### src/rtl/ecc_pkg.sv
package ecc_pkg;
    parameter int unsigned FW = 8;
    parameter logic [FW-1:0] RED = 8'h1B;

    typedef logic [FW-1:0] fe_t;

    typedef enum logic { OP_ADD = 1'b0, OP_DBL = 1'b1 } op_e;

    typedef struct packed {
        fe_t  x;
        fe_t  y;
        logic inf;
    } pt_t;

    typedef enum logic [2:0] {
        IV_IDLE, IV_SQ_GO, IV_SQ_W, IV_MU_GO, IV_MU_W
    } inv_st_e;

    typedef enum logic [1:0] {
        T_IDLE, T_INV, T_MGO, T_MW
    } top_st_e;

    localparam pt_t PT_INF = '{x: '0, y: '0, inf: 1'b1};

    function automatic fe_t fe_xtime(fe_t v);
        return {v[FW-2:0], 1'b0} ^ (v[FW-1] ? RED : '0);
    endfunction
endpackage

### src/rtl/ecc_gf_mul.sv
module ecc_gf_mul
    import ecc_pkg::*;
(
    input  logic clk,
    input  logic rst,
    input  logic go,
    input  fe_t  opa,
    input  fe_t  opb,
    output fe_t  prod,
    output logic fin
);
    localparam int CW = $clog2(FW + 1);

    logic [CW-1:0] cnt;
    fe_t           ra;
    fe_t           rb;

    always_ff @(posedge clk) begin
        if (rst) begin
            cnt  <= '0;
            ra   <= '0;
            rb   <= '0;
            prod <= '0;
            fin  <= 1'b0;
        end else begin
            fin <= 1'b0;
            if (go) begin
                ra   <= opa;
                rb   <= opb;
                prod <= '0;
                cnt  <= CW'(FW);
            end else if (cnt != '0) begin
                prod <= fe_xtime(prod) ^ (rb[FW-1] ? ra : '0);
                rb   <= rb << 1;
                cnt  <= cnt - 1'b1;
                if (cnt == CW'(1)) fin <= 1'b1;
            end
        end
    end
endmodule

### src/rtl/ecc_gf_inv.sv
module ecc_gf_inv
    import ecc_pkg::*;
(
    input  logic clk,
    input  logic rst,
    input  logic go,
    input  fe_t  val,
    output fe_t  res,
    output logic fin,
    output logic err
);
    localparam int RW = $clog2(FW);

    inv_st_e       st;
    fe_t           sq;
    fe_t           acc;
    logic [RW-1:0] rnd;
    logic          m_go;
    fe_t           m_a;
    fe_t           m_p;
    logic          m_fin;

    assign m_go = (st == IV_SQ_GO) || (st == IV_MU_GO);
    assign m_a  = (st == IV_MU_GO) ? acc : sq;

    ecc_gf_mul u_mul (
        .clk (clk),
        .rst (rst),
        .go  (m_go),
        .opa (m_a),
        .opb (sq),
        .prod(m_p),
        .fin (m_fin)
    );

    always_ff @(posedge clk) begin
        if (rst) begin
            st  <= IV_IDLE;
            sq  <= '0;
            acc <= '0;
            rnd <= '0;
            res <= '0;
            fin <= 1'b0;
            err <= 1'b0;
        end else begin
            fin <= 1'b0;
            case (st)
                IV_IDLE: if (go) begin
                    if (val == '0) begin
                        res <= '0;
                        err <= 1'b1;
                        fin <= 1'b1;
                    end else begin
                        sq  <= val;
                        acc <= fe_t'(1);
                        rnd <= RW'(FW - 1);
                        err <= 1'b0;
                        st  <= IV_SQ_GO;
                    end
                end
                IV_SQ_GO: st <= IV_SQ_W;
                IV_SQ_W: if (m_fin) begin
                    sq <= m_p;
                    st <= IV_MU_GO;
                end
                IV_MU_GO: st <= IV_MU_W;
                IV_MU_W: if (m_fin) begin
                    acc <= m_p;
                    if (rnd == RW'(1)) begin
                        res <= m_p;
                        fin <= 1'b1;
                        st  <= IV_IDLE;
                    end else begin
                        rnd <= rnd - 1'b1;
                        st  <= IV_SQ_GO;
                    end
                end
                default: st <= IV_IDLE;
            endcase
        end
    end
endmodule

### src/rtl/ecc_affine_unit.sv
module ecc_affine_unit
    import ecc_pkg::*;
(
    input  logic          clk,
    input  logic          rst,
    input  logic          start,
    input  logic          op,
    input  logic [FW-1:0] p_x,
    input  logic [FW-1:0] p_y,
    input  logic          p_inf,
    input  logic [FW-1:0] q_x,
    input  logic [FW-1:0] q_y,
    input  logic          q_inf,
    input  logic [FW-1:0] a_coef,
    output logic [FW-1:0] r_x,
    output logic [FW-1:0] r_y,
    output logic          r_inf,
    output logic          done
);
    top_st_e    st;
    logic       busy;
    fe_t        x1, y1, x2, y2, ac;
    logic       dbl;
    logic [1:0] k;
    fe_t        lam, xr, tmp, dinv;

    logic triv, use_dbl;
    pt_t  tp;

    logic inv_go, inv_fin, inv_err;
    fe_t  inv_val, inv_res;
    logic m_go, m_fin;
    fe_t  m_a, m_b, m_p;

    assign busy = (st != T_IDLE);

    // Case split taken on the start cycle
    always_comb begin
        triv    = 1'b0;
        use_dbl = 1'b0;
        tp      = PT_INF;
        if (op_e'(op) == OP_DBL) begin
            if (p_inf || p_x == '0) triv = 1'b1;
            else                    use_dbl = 1'b1;
        end else if (p_inf) begin
            triv = 1'b1;
            if (!q_inf) tp = '{x: q_x, y: q_y, inf: 1'b0};
        end else if (q_inf) begin
            triv = 1'b1;
            tp   = '{x: p_x, y: p_y, inf: 1'b0};
        end else if (p_x == q_x) begin
            if (p_y == q_y && p_x != '0) use_dbl = 1'b1;
            else                         triv = 1'b1;
        end
    end

    assign inv_go  = (st == T_IDLE) && start && !triv;
    assign inv_val = use_dbl ? p_x : (p_x ^ q_x);

    ecc_gf_inv u_inv (
        .clk(clk),
        .rst(rst),
        .go (inv_go),
        .val(inv_val),
        .res(inv_res),
        .fin(inv_fin),
        .err(inv_err)
    );

    // Operand selection for each multiply step
    always_comb begin
        m_a = lam;
        m_b = lam;
        if (dbl) begin
            case (k)
                2'd0:    begin m_a = y1;               m_b = dinv; end
                2'd1:    begin m_a = lam;              m_b = lam;  end
                2'd2:    begin m_a = x1;               m_b = x1;   end
                default: begin m_a = lam ^ fe_t'(1);   m_b = xr;   end
            endcase
        end else begin
            case (k)
                2'd0:    begin m_a = y1 ^ y2; m_b = dinv;    end
                2'd1:    begin m_a = lam;     m_b = lam;     end
                default: begin m_a = lam;     m_b = x1 ^ xr; end
            endcase
        end
    end

    assign m_go = (st == T_MGO);

    ecc_gf_mul u_mul (
        .clk (clk),
        .rst (rst),
        .go  (m_go),
        .opa (m_a),
        .opb (m_b),
        .prod(m_p),
        .fin (m_fin)
    );

    always_ff @(posedge clk) begin
        if (rst) begin
            st    <= T_IDLE;
            x1    <= '0; y1 <= '0; x2 <= '0; y2 <= '0; ac <= '0;
            dbl   <= 1'b0;
            k     <= '0;
            lam   <= '0; xr <= '0; tmp <= '0; dinv <= '0;
            r_x   <= '0;
            r_y   <= '0;
            r_inf <= 1'b1;
            done  <= 1'b0;
        end else begin
            done <= 1'b0;
            case (st)
                T_IDLE: if (start) begin
                    if (triv) begin
                        r_x   <= tp.x;
                        r_y   <= tp.y;
                        r_inf <= tp.inf;
                        done  <= 1'b1;
                    end else begin
                        x1  <= p_x; y1 <= p_y;
                        x2  <= q_x; y2 <= q_y;
                        ac  <= a_coef;
                        dbl <= use_dbl;
                        st  <= T_INV;
                    end
                end
                T_INV: if (inv_fin) begin
                    if (inv_err) begin
                        r_x   <= '0;
                        r_y   <= '0;
                        r_inf <= 1'b1;
                        done  <= 1'b1;
                        st    <= T_IDLE;
                    end else begin
                        dinv <= inv_res;
                        k    <= '0;
                        st   <= T_MGO;
                    end
                end
                T_MGO: st <= T_MW;
                T_MW: if (m_fin) begin
                    st <= T_MGO;
                    k  <= k + 1'b1;
                    if (dbl) begin
                        case (k)
                            2'd0: lam <= x1 ^ m_p;
                            2'd1: xr  <= m_p ^ lam ^ ac;
                            2'd2: tmp <= m_p;
                            default: begin
                                r_x   <= xr;
                                r_y   <= tmp ^ m_p;
                                r_inf <= 1'b0;
                                done  <= 1'b1;
                                st    <= T_IDLE;
                            end
                        endcase
                    end else begin
                        case (k)
                            2'd0: lam <= m_p;
                            2'd1: xr  <= m_p ^ lam ^ x1 ^ x2 ^ ac;
                            default: begin
                                r_x   <= xr;
                                r_y   <= m_p ^ xr ^ y1;
                                r_inf <= 1'b0;
                                done  <= 1'b1;
                                st    <= T_IDLE;
                            end
                        endcase
                    end
                end
                default: st <= T_IDLE;
            endcase
        end
    end
endmodule

### config.mk
export PLATFORM = sky130hd
export DESIGN_NAME = ecc_affine_unit
export DESIGN_NICKNAME = d
export VERILOG_FILES = /design/src/rtl/ecc_pkg.sv /design/src/rtl/ecc_gf_mul.sv /design/src/rtl/ecc_gf_inv.sv /design/src/rtl/ecc_affine_unit.sv
export SDC_FILE = /design/constraint.sdc
export NUM_CORES = 1
export LEC_CHECK = 0
export BUFFER_PORTS_ARGS = -buffer_cell sky130_fd_sc_hd__buf_4
export CORE_MARGIN = 1.5
export CORE_UTILIZATION = 50
export CTS_CLUSTER_DIAMETER = 40
export DETAILED_ROUTE_END_ITERATION = 8
export PLACE_DENSITY = 0.7
export SLEW_MARGIN = 15
export SYNTH_ARGS = -nofsm -noshare
export SYNTH_HDL_FRONTEND = slang
export SYNTH_HIERARCHICAL = 1
export SYNTH_SLANG_ARGS = --single-unit
### constraint.sdc
create_clock -name clk -period 3.2 [get_ports clk]
set_input_delay 0.64 -clock clk [delete_from_list [all_inputs] [get_ports clk]]
set_output_delay 0.64 -clock clk [all_outputs]
set_load 0.02 [all_outputs]
==> flow_metrics.py <==
metrics = {
    "clock_network": {
        "clock_sinks": 185,
        "clk_root_buffer_cell": "clkbuf_16",
        "cts_buffers": 17,
        "cts_tree": "built",
        "path_clk_slew_ps": 70,
        "clockBufferDepth": 2,
        "clock_latency_ps": 440,
        "htreeDepth": 4,
    },
    "yosys": {
        "mappedNetlistArea_sq_mm": 0.0101,
        "ys_seq_area_share_pct": 36.7,
        "synth-edff-count": 0,
        "synthCells": 1155,
        "ys.warnings.count": 6,
        "syn_area_per_cell_sq_um": 8.74,
        "ys_ff_latch": 185,
        "synth-async-reset-ratio_pct": 0,
        "synth_ff_type": "dfxtp_1",
        "syn_nets": 1211,
        "synth_cell_types": 64,
    },
    "pwr": {
        "power_density_mw_per_mm2": 583,
        "leakage_nw": 4.77,
        "power.total_mw": 6.80,
        "power.ir.vdd_worst_mv": 0.498,
    },
    "critical_path": {
        "startpoint": "p_y[2]",
        "cp-start-kind": "primary input",
        "critPathKind": "primary input to register",
        "worstPathArrival_ps": 3440,
        "r2r_setup_slack_ps": 620,
        "reg2regPathDepth": 4,
        "worstPathRequired_ps": 3540,
        "reg2reg_from": "u_inv/st[2]",
        "cp-end-kind": "register",
        "path_max_fanout": 8,
    },
    "layout": {
        "fin_util_pct": 59.4,
        "layout-drive-gt1-share_pct": 19.8,
        "antennaDiodeCount": 0,
        "nets": 1266,
        "multi_input_area_sq_mm": 0.00576,
        "nFillCells": 1734,
        "area_growth_pct": 15.6,
        "seq_area_sq_mm": 0.00370,
    },
    "routing": {
        "wl_mm": 26.2,
        "drtIter0Drc": 559,
        "route.detailed.wl_per_inst_um": 17.6,
        "viasPerCell": 5.66,
        "drt_pre_antenna_iters": 8,
        "vias": 8418,
        "drcViolationCount": 0,
        "antenna_left": 0,
    },
    "hold_path": {
        "hold_depth": 3,
        "min_from": "a_coef[6]",
        "hold_class": "primary input to register",
    },
    "placed_design": {
        "gp_congestion": 0.858,
        "hpwlAfterDp_mm": 18.5,
        "numPortBuffers": 63,
    },
    "floorplan": {
        "fp.coreArea_sq_mm": 0.0197,
        "start_util_pct": 51.3,
        "rows": 51,
        "die_x_um": 145,
        "die_area_sq_mm": 0.0210,
        "ioPinCount": 64,
        "die_y_um": 145,
    },
    "sta": {
        "fin_crit_ps": 3100,
        "drv_slew": 0,
        "tightest_slew_ps": 1040,
        "slew_headroom_pct": 30.4,
        "finalClockSkew_ps": 9.76,
        "timing.fmax_mhz": 322,
        "rsz0062_at_grt": "no",
        "period_share_pct": 96.9,
        "setup_viol": 0,
        "hold_viol_final": 0,
    },
    "grt": {
        "antenna_found_initial": 0,
        "grt-ovfl-total": 0,
        "grt_pass1_wl_mm": 41.9,
        "grt_pass1_vias": 7927,
        "grt_max_degree": 68,
        "grt.total_usage_pct": 24.9,
    },
    "run_status": {
        "status": "complete, no violations",
    },
    "flow_run": {
        "cap_violations": 0,
    },
}
## critical path, cell delays in order
cell and delay [ps]:
buf_4 120, xnor2_1 140, nand2_1 110, or4_4 560
o31a_1 270, buf_6 140, nand2_1 70, xnor2_1 80
or4_4 590, o21ai_4 220, buf_12 150, a221oi_1 70
a311oi_1 270
## final cells by class
class / count / area share [%]
tap: 265 / 2.84
sequential: 185 / 31.7
multi-input combinational: 815 / 49.4
inverter: 55 / 1.77
clock inverter: 13 / 1.42
timing repair buffer: 136 / 9.15
clock buffer: 18 / 3.68
## layer usage
layer  track usage, %  vias up  share of wire [%]
met1             31.8     3994                 43
met2             41.8      259                 49
met3             5.22       44                5.9
met5                0        -                  0
met4             8.42        0                2.6
li1                 -     4121                  -
## per-stage QoR
step                hold slack [ps]  instances  worst slack [ps]  cell area [sq um]  setup TNS [ps]
floorplan                       432       1155              18.8              10100               0
global placement                440       1454              -542              11000          -14510
detailed placement              445       1454              -616              11000          -16490
CTS                             423       1486              20.6              11600               0
global route                    426       1487              6.31              11700               0
finish                          431       1487              97.6              11700               0
## synthesized netlist by cell type (all sizes together), types with 5 or more instances
| library cell | n | area (sq um) |
|---|---|---|
| a21oi | 54 | 319 |
| a222oi | 14 | 140 |
| a221o | 9 | 90.1 |
| o21ai | 26 | 145 |
| nor2b | 12 | 75.1 |
| mux2 | 9 | 101 |
| a31o | 5 | 43.8 |
| a22oi | 17 | 128 |
| xnor2 | 80 | 701 |
| a211oi | 48 | 360 |
| o22ai | 23 | 144 |
| inv | 55 | 206 |
| mux2i | 90 | 901 |
| and2 | 5 | 31.3 |
| nor3 | 13 | 65.1 |
| nand2b | 15 | 93.8 |
| or4 | 5 | 48.8 |
| dfxtp | 185 | 3700 |
| clkbuf | 71 | 267 |
| nand2 | 111 | 419 |
| xor2 | 42 | 368 |
| a22o | 9 | 78.8 |
| a311oi | 24 | 292 |
| nor2 | 143 | 544 |
| a221oi | 10 | 106 |
| ha | 10 | 125 |
| buf | 29 | 241 |
## final timing paths
check | to
worst max register to register | u_inv/sq[0]
worst max-delay path | u_inv/sq[3]
worst min-delay path | ac[6]
worst min register to register | dinv[1]
## power by group
group          leakage (nW)  switching, mW  internal [mW]  total (mW)
Combinational          2.98          0.918          0.824        1.74
Clock                 0.292          0.939           1.24        2.17
Sequential             1.50          0.351           2.54        2.89
## layout by cell type (no fill, tap or decap), types with 5 or more instances in the layout
cell and count:
a211oi_1 48, a21oi_1 40, a21oi_2 14, a221o_1 9
a221oi_1 7, a222oi_1 14, a22o_1 9, a22oi_1 17
a311oi_1 10, a311oi_2 14, a31o_2 5, buf_4 132
clkbuf_16 18, dfxtp_1 184, ha_1 10, inv_1 55
inv_6 6, mux2_2 9, mux2i_1 90, nand2_1 107
nand2b_1 15, nor2_1 141, nor2b_1 12, nor3_1 12
o21ai_0 24, o22ai_1 23, or4_4 5, xnor2_1 75
xnor2_2 5, xor2_1 42
## cells by family after synthesis
logic type	count (synthesis)	share of synthesized area, %
XOR/XNOR	122	10.6
AO/OA/AOI/OAI	251	19.6
buffers and inverters	155	7.08
flip-flops	185	36.7
AND/OR/NAND/NOR	333	14.9
adder cells (fa/ha/maj)	10	1.24
multiplexers	99	9.93
## repair_timing
item,in CTS,in global routing
cloned,0,1
endpoints found under the setup margin,28,27
endpoints found under the hold margin,0,0
resized for setup,2,13
setup buffers,1,1
pin swaps,2,8
hold buffers,0,0
(Power assumes the default switching activity.)
